$ cat config.mk
export PLATFORM = sky130hd
export DESIGN_NAME = q15_mac_sat
export DESIGN_NICKNAME = d
export VERILOG_FILES = /design/src/rtl/q15_mac_pkg.sv /design/src/rtl/q15_half_pick.sv /design/src/rtl/q15_frac_mul.sv /design/src/rtl/q31_sat_add.sv /design/src/rtl/q15_mac_sat.sv
export SDC_FILE = /design/constraint.sdc
export NUM_CORES = 1
export LEC_CHECK = 0
export ABC_AREA = 0
export BUFFER_PORTS_ARGS = -buffer_cell sky130_fd_sc_hd__buf_2
export CAP_MARGIN = 20
export CORE_ASPECT_RATIO = 0.8
export CORE_UTILIZATION = 55
export CTS_BUF_LIST = sky130_fd_sc_hd__clkbuf_2 sky130_fd_sc_hd__clkbuf_4 sky130_fd_sc_hd__clkbuf_8
export DETAILED_ROUTE_END_ITERATION = 16
export PLACE_DENSITY = 0.8
export REMOVE_ABC_BUFFERS = 1
export SLEW_MARGIN = 20
export SYNTH_ARGS = -nofsm -noshare
export SYNTH_HDL_FRONTEND = slang
export SYNTH_SLANG_ARGS = --single-unit
$ cat constraint.sdc
create_clock -name clk -period 1 [get_ports clk]
set_input_delay 0.1 -clock clk [delete_from_list [all_inputs] [get_ports clk]]
set_output_delay 0.1 -clock clk [all_outputs]
set_load 0.05 [all_outputs]
$ cat src/rtl/q15_mac_pkg.sv
package q15_mac_pkg;

   typedef enum logic {
      HALF_LOW  = 1'b0,
      HALF_HIGH = 1'b1
   } half_pick_e;

   typedef struct packed {
      logic clamp_mul;
      logic clamp_add;
   } clamp_info_t;

endpackage

$ cat src/rtl/q15_half_pick.sv
module q15_half_pick
   import q15_mac_pkg::*;
#(
   parameter int HALF_W = 16,
   localparam int WORD_W = 2 * HALF_W
) (
   input  half_pick_e          pick,
   input  logic [WORD_W-1:0]   word_a,
   input  logic [WORD_W-1:0]   word_b,
   output logic [HALF_W-1:0]   half_a,
   output logic [HALF_W-1:0]   half_b
);

   always_comb begin
      if (pick == HALF_HIGH) begin
         half_a = word_a[WORD_W-1:HALF_W];
         half_b = word_b[WORD_W-1:HALF_W];
      end else begin
         half_a = word_a[HALF_W-1:0];
         half_b = word_b[HALF_W-1:0];
      end
   end

endmodule

$ cat src/rtl/q15_frac_mul.sv
module q15_frac_mul #(
   parameter int HALF_W = 16,
   localparam int WORD_W = 2 * HALF_W
) (
   input  logic [HALF_W-1:0] op_a,
   input  logic [HALF_W-1:0] op_b,
   output logic [WORD_W-1:0] prod,
   output logic              clamped
);

   localparam logic [HALF_W-1:0] MOST_NEG = {1'b1, {(HALF_W-1){1'b0}}};
   localparam logic [WORD_W-1:0] Q_MAX    = {1'b0, {(WORD_W-1){1'b1}}};

   logic signed [WORD_W-1:0] raw;

   always_comb begin
      raw     = $signed(op_a) * $signed(op_b);
      clamped = (op_a == MOST_NEG) && (op_b == MOST_NEG);
      prod    = clamped ? Q_MAX : (raw <<< 1);
   end

endmodule

$ cat src/rtl/q31_sat_add.sv
module q31_sat_add #(
   parameter int WORD_W = 32
) (
   input  logic [WORD_W-1:0] acc_lo,
   input  logic [WORD_W-1:0] addend,
   output logic [WORD_W-1:0] result,
   output logic              clamped
);

   localparam logic [WORD_W-1:0] POS_LIM = {1'b0, {(WORD_W-1){1'b1}}};
   localparam logic [WORD_W-1:0] NEG_LIM = {1'b1, {(WORD_W-1){1'b0}}};

   logic [WORD_W:0] wide_sum;

   always_comb begin
      wide_sum = {acc_lo[WORD_W-1], acc_lo} + {addend[WORD_W-1], addend};
      clamped  = wide_sum[WORD_W] ^ wide_sum[WORD_W-1];
      if (!clamped)
         result = wide_sum[WORD_W-1:0];
      else if (wide_sum[WORD_W])
         result = NEG_LIM;
      else
         result = POS_LIM;
   end

endmodule

$ cat src/rtl/q15_mac_sat.sv
module q15_mac_sat
   import q15_mac_pkg::*;
#(
   parameter int HALF_W  = 16,
   parameter int NUM_ACC = 4,
   parameter bit REG_OUT = 1'b1,
   localparam int WORD_W = 2 * HALF_W,
   localparam int ACC_W  = 2 * WORD_W,
   localparam int IDX_W  = (NUM_ACC > 1) ? $clog2(NUM_ACC) : 1
) (
   input  logic               clk,
   input  logic               rst_n,
   input  logic               in_valid,
   input  logic               sel_hi,
   input  logic [WORD_W-1:0]  src_a,
   input  logic [WORD_W-1:0]  src_b,
   input  logic [ACC_W-1:0]   acc_in,
   input  logic [IDX_W-1:0]   acc_idx,
   output logic [ACC_W-1:0]   acc_out,
   output logic [NUM_ACC-1:0] ovf_set,
   output logic               out_valid
);

   localparam logic [WORD_W-1:0] POS_LIM = {1'b0, {(WORD_W-1){1'b1}}};
   localparam logic [WORD_W-1:0] NEG_LIM = {1'b1, {(WORD_W-1){1'b0}}};
   localparam logic [HALF_W-1:0] MOST_NEG = {1'b1, {(HALF_W-1){1'b0}}};

   if (HALF_W < 2) begin : g_bad_half
      $error("q15_mac_sat: HALF_W must be at least 2");
   end
   if (NUM_ACC < 1 || (1 << IDX_W) < NUM_ACC) begin : g_bad_acc
      $error("q15_mac_sat: NUM_ACC does not fit the index width");
   end

   logic [HALF_W-1:0]  h_a, h_b;
   logic [WORD_W-1:0]  prod_w, sum_w;
   clamp_info_t        clamp_w;
   logic [ACC_W-1:0]   acc_next;
   logic [NUM_ACC-1:0] flag_next;
   logic [WORD_W-1:0]  unused_acc_hi;

   assign unused_acc_hi = acc_in[ACC_W-1:WORD_W];

   q15_half_pick #(.HALF_W(HALF_W)) u_pick (
      .pick   (half_pick_e'(sel_hi)),
      .word_a (src_a),
      .word_b (src_b),
      .half_a (h_a),
      .half_b (h_b)
   );

   q15_frac_mul #(.HALF_W(HALF_W)) u_mul (
      .op_a    (h_a),
      .op_b    (h_b),
      .prod    (prod_w),
      .clamped (clamp_w.clamp_mul)
   );

   q31_sat_add #(.WORD_W(WORD_W)) u_add (
      .acc_lo  (acc_in[WORD_W-1:0]),
      .addend  (prod_w),
      .result  (sum_w),
      .clamped (clamp_w.clamp_add)
   );

   always_comb begin
      acc_next  = {{WORD_W{sum_w[WORD_W-1]}}, sum_w};
      flag_next = '0;
      if (clamp_w.clamp_mul || clamp_w.clamp_add)
         flag_next[acc_idx] = 1'b1;
   end

   if (REG_OUT) begin : g_reg_out
      always_ff @(posedge clk or negedge rst_n) begin
         if (!rst_n) begin
            acc_out   <= '0;
            ovf_set   <= '0;
            out_valid <= 1'b0;
         end else begin
            out_valid <= in_valid;
            if (in_valid) begin
               acc_out <= acc_next;
               ovf_set <= flag_next;
            end
         end
      end

      // the doubled minus-one-squared product always raises the flag
      a_r3_min_sq_flag: assert property (@(posedge clk) disable iff (!rst_n)
         (in_valid && h_a == MOST_NEG && h_b == MOST_NEG) |=> ovf_set[$past(acc_idx)]);

      // a clamped addition lands exactly on one of the limits
      a_r5_clamp_limit: assert property (@(posedge clk) disable iff (!rst_n)
         (in_valid && clamp_w.clamp_add) |=>
            (acc_out[WORD_W-1:0] == POS_LIM || acc_out[WORD_W-1:0] == NEG_LIM));

      // a negative accumulator plus a negative product clamps low
      a_r6_neg_clamp: assert property (@(posedge clk) disable iff (!rst_n)
         (in_valid && clamp_w.clamp_add && acc_in[WORD_W-1] && prod_w[WORD_W-1]) |=>
            (acc_out[WORD_W-1:0] == NEG_LIM));

      // the upper word is a copy of the result sign
      a_r7_sign_ext: assert property (@(posedge clk) disable iff (!rst_n)
         out_valid |-> (acc_out[ACC_W-1:WORD_W] == {WORD_W{acc_out[WORD_W-1]}}));

      // at most one accumulator is flagged at a time
      a_r9_one_flag: assert property (@(posedge clk) disable iff (!rst_n)
         $onehot0(ovf_set));

      // outputs hold when no operation is presented
      a_r10_hold: assert property (@(posedge clk) disable iff (!rst_n)
         !in_valid |=> ($stable(acc_out) && $stable(ovf_set) && !out_valid));
   end else begin : g_comb_out
      always_comb begin
         acc_out   = acc_next;
         ovf_set   = flag_next;
         out_valid = in_valid;
      end
   end

endmodule

==> metrics.md <==
| Metric | Value |
|---|---|
| Status | finished with violations |
| Failing checks | setup timing |
| Critical path class | primary input to flip-flop |
| Vert. Die Dim | 142 um |
| Largest net degree at the start of global routing | 38 |
| CTS buffer count | 5 |
| RSZ-0062 raised after global routing | yes |
| Initial drt markers | 1252 |
| Worst slew pin tran | 0.624 ns |
| Routed len/inst | 20.7 um |
| H-tree depth reported by CTS | 2 |
| Area of the multi-input gates | 11900 um^2 |
| Final hold slack | 0.0274 ns |
| Mapped cell area | 13500 um^2 |
| WL met1 | 18100 um |
| Arrival @ worst endpoint | 8.46 ns |
| IO Port Bufs | 170 |
| Slew margin rel. | 0.580 |
| Setup ws final | -7.24 ns |
| Row Count | 50 |
| Final setup viols | 77 |
| Filler cells | 1356 |
| Core footprint | 23800 um^2 |
| Fin. max-slew vios | 0 |
| Diodes inserted | 0 |
| CP max-delay cell | fa_2 |
| Synth warn | 0 |
| Vias in the first global route | 14151 |
| Most common cell on crit path | fa_1 |
| Crit. End Element | flip-flop |
| Via count | 13803 |
| Die area | 25200 um^2 |
| Sequential area share after synthesis | 0.0685 |
| Post-synthesis average cell area | 8.55 um^2 |
| CTS root buf | clkbuf_8 |
| Fin crit share | 8.24 |
| Clock Skew | 0 ns |
| FFs w/ async S/R, synth | 1.00 |
| Global route total overflow | 0 |
| Met2 wire len | 23200 um |
| Hold Crit Class | primary input to flip-flop |
| IO Count | 203 |
| Clock Latency Late Sink | 0.31 ns |
| Uppermost layer routed | met5 |
| Synthesized netlist cell count | 1581 |
| Total track usage | 0.368 |
| Synthesis-to-layout area growth | 43.5% |
| Initial antenna violation count | 0 |
| First-pass GRT wire length | 71400 um |
| Max incr delay on CP | 0.58 ns |
| Synth cell types | 64 |
| Vias per cell | 5.78 |
| Drt total wl | 49500 um |
| Max Freq | 121 MHz |
| Reg area | 927 um^2 |
| Clock Tree Buf Depth | 2 |
| EDFF count, synth | 0 |
| Util after Layout | 0.816 |
| Gpl congestion | 1.03 |
| WP data required | 1.22 ns |
| Layout cells sized above 1 | 0.361 |
| Detailed-placement wirelength estimate | 35500 um |
| DR WL met3 | 5740 um |
| #FFs+latches synth | 37 |
| Chip width | 177 um |
| Number of max-cap violations | 0 |
| Total count of hold-check failures in the final report | 0 |
| Nets | 2582 |
| First-pass detailed-route iteration total | 7 |
| Tmin final | 8.24 ns |
| CTS tree | yes |
| Synth Flop Type | dfrtp_1 |
| Clock sink count | 37 |
| ANT nets after route | 0 |
| Starting Density | 0.569 |
| Setup crit start kind | primary input |
| Crit-path max FO | 5 |
| DRC violations left | 0 |
| Clock-pin slew on the worst setup and hold paths | 0.07 ns |
[routing by layer]
metal / track usage / vias up
met3: 0.0951 / 235
met5: 0.0278 / -
met4: 0.121 / 2
met2: 0.598 / 906
met1: 0.477 / 6756
li1: - / 5904
[placed cells by master (no fill, tap or decap), drive strengths merged, types with 9 or more instances in the layout]
master | synthesis | final
xnor2 | 39 | 39
a21o | 21 | 21
a31oi | 9 | 9
nand2b | 16 | 16
mux2i | 33 | 33
xor2 | 23 | 23
dfrtp | 37 | 37
fa | 257 | 257
nand4 | 12 | 12
mux2 | 29 | 29
nor3 | 12 | 12
a21oi | 85 | 85
inv | 307 | 307
nor2 | 196 | 196
ha | 113 | 113
buf | 43 | 560
nand2 | 190 | 190
o21ai | 35 | 35
[area by class of cell]
| cell class | count | area share |
|---|---|---|
| clock buffers | 7 | 0.00464 |
| inverters | 308 | 0.0600 |
| multi-input cells | 1164 | 0.611 |
| flip-flops and latches | 37 | 0.0478 |
| well taps | 312 | 0.0201 |
| repair buffers | 562 | 0.256 |
[path summary, 6_finish.rpt]
path                                    startpoint                 endpoint  slack (ns)  cells after the start
min reg2reg                acc_out[30]$_DFFE_PN0P_  acc_out[30]$_DFFE_PN0P_        0.54                      2
max reg2reg                acc_out[31]$_DFFE_PN0P_  acc_out[31]$_DFFE_PN0P_       -0.10                      4
min in group asynchronous                    rst_n  acc_out[29]$_DFFE_PN0P_        0.30                      3
max                                         sel_hi   ovf_set[0]$_DFFE_PN0P_       -7.24                     36
min                                     acc_idx[0]   ovf_set[0]$_DFFE_PN0P_        0.03                      2
max in group asynchronous                    rst_n  acc_out[14]$_DFFE_PN0P_        0.48                      3
[registers in the layout (all words and copies together) (netlist names)]
signal / flops
out_valid: 1
ovf_set: 4
acc_out: 32
[cell families (layout without fill, tap and decap cells)]
logic type                 after synthesis  in the layout  share of synthesized area
xor gates and xnor gates                62             62                     0.0402
buffers and inverters                  380            877                      0.119
DFF                                     37             37                     0.0685
adders and majority gates              370            370                      0.485
muxes                                   62             62                     0.0505
and+or+nand+nor                        465            465                      0.143
AOI/OAI and AO/OA                      205            205                     0.0936
[through the flow]
step,instance area [um^2],setup TNS [ns],worst slack [ns],cells
after floorplan,13100,-573.59,-9.53,1509
after global placement,16800,-264.05,-7.40,2315
after detailed placement,16800,-270.53,-7.61,2315
after CTS,18800,-251.32,-6.73,2375
after global routing,19400,-273.43,-7.43,2390
final,19400,-266.44,-7.24,2390
[timing repair]
action / in CTS / in global routing
pin swaps: 62 / 58
endpoints found under the setup margin: 104 / 97
gates resized for setup: 311 / 137
endpoints found under the hold margin: 37 / 0
hold buffers: 1 / 0
setup buffers: 41 / 22
gates cloned: 12 / 1
[synth_stat cells, types with 26 or more instances]
library cell  number  area share
fa_1             257        0.38
o21ai_0           32       0.012
dfrtp_1           37       0.068
inv_1            307       0.085
buf_4             32       0.018
nand2_1          190       0.053
nor2_1           196       0.054
ha_1             113        0.10
xnor2_1           39       0.025
mux2i_1           26       0.019
clkbuf_1          26      0.0072
a21oi_1           85       0.031
mux2_2            28       0.023
[critical path: cells and delay by family]
kind            cells  cell delay [ns]
fa+ha+maj           8             3.70
mux                 1             0.32
buf+inv            11             1.32
xor+xnor            1             0.24
simple gates        4             0.66
compound gates     11             2.11
Power is not shown: default switching activity piles up to over one toggle a cycle in this logic, so the estimate is an artifact.
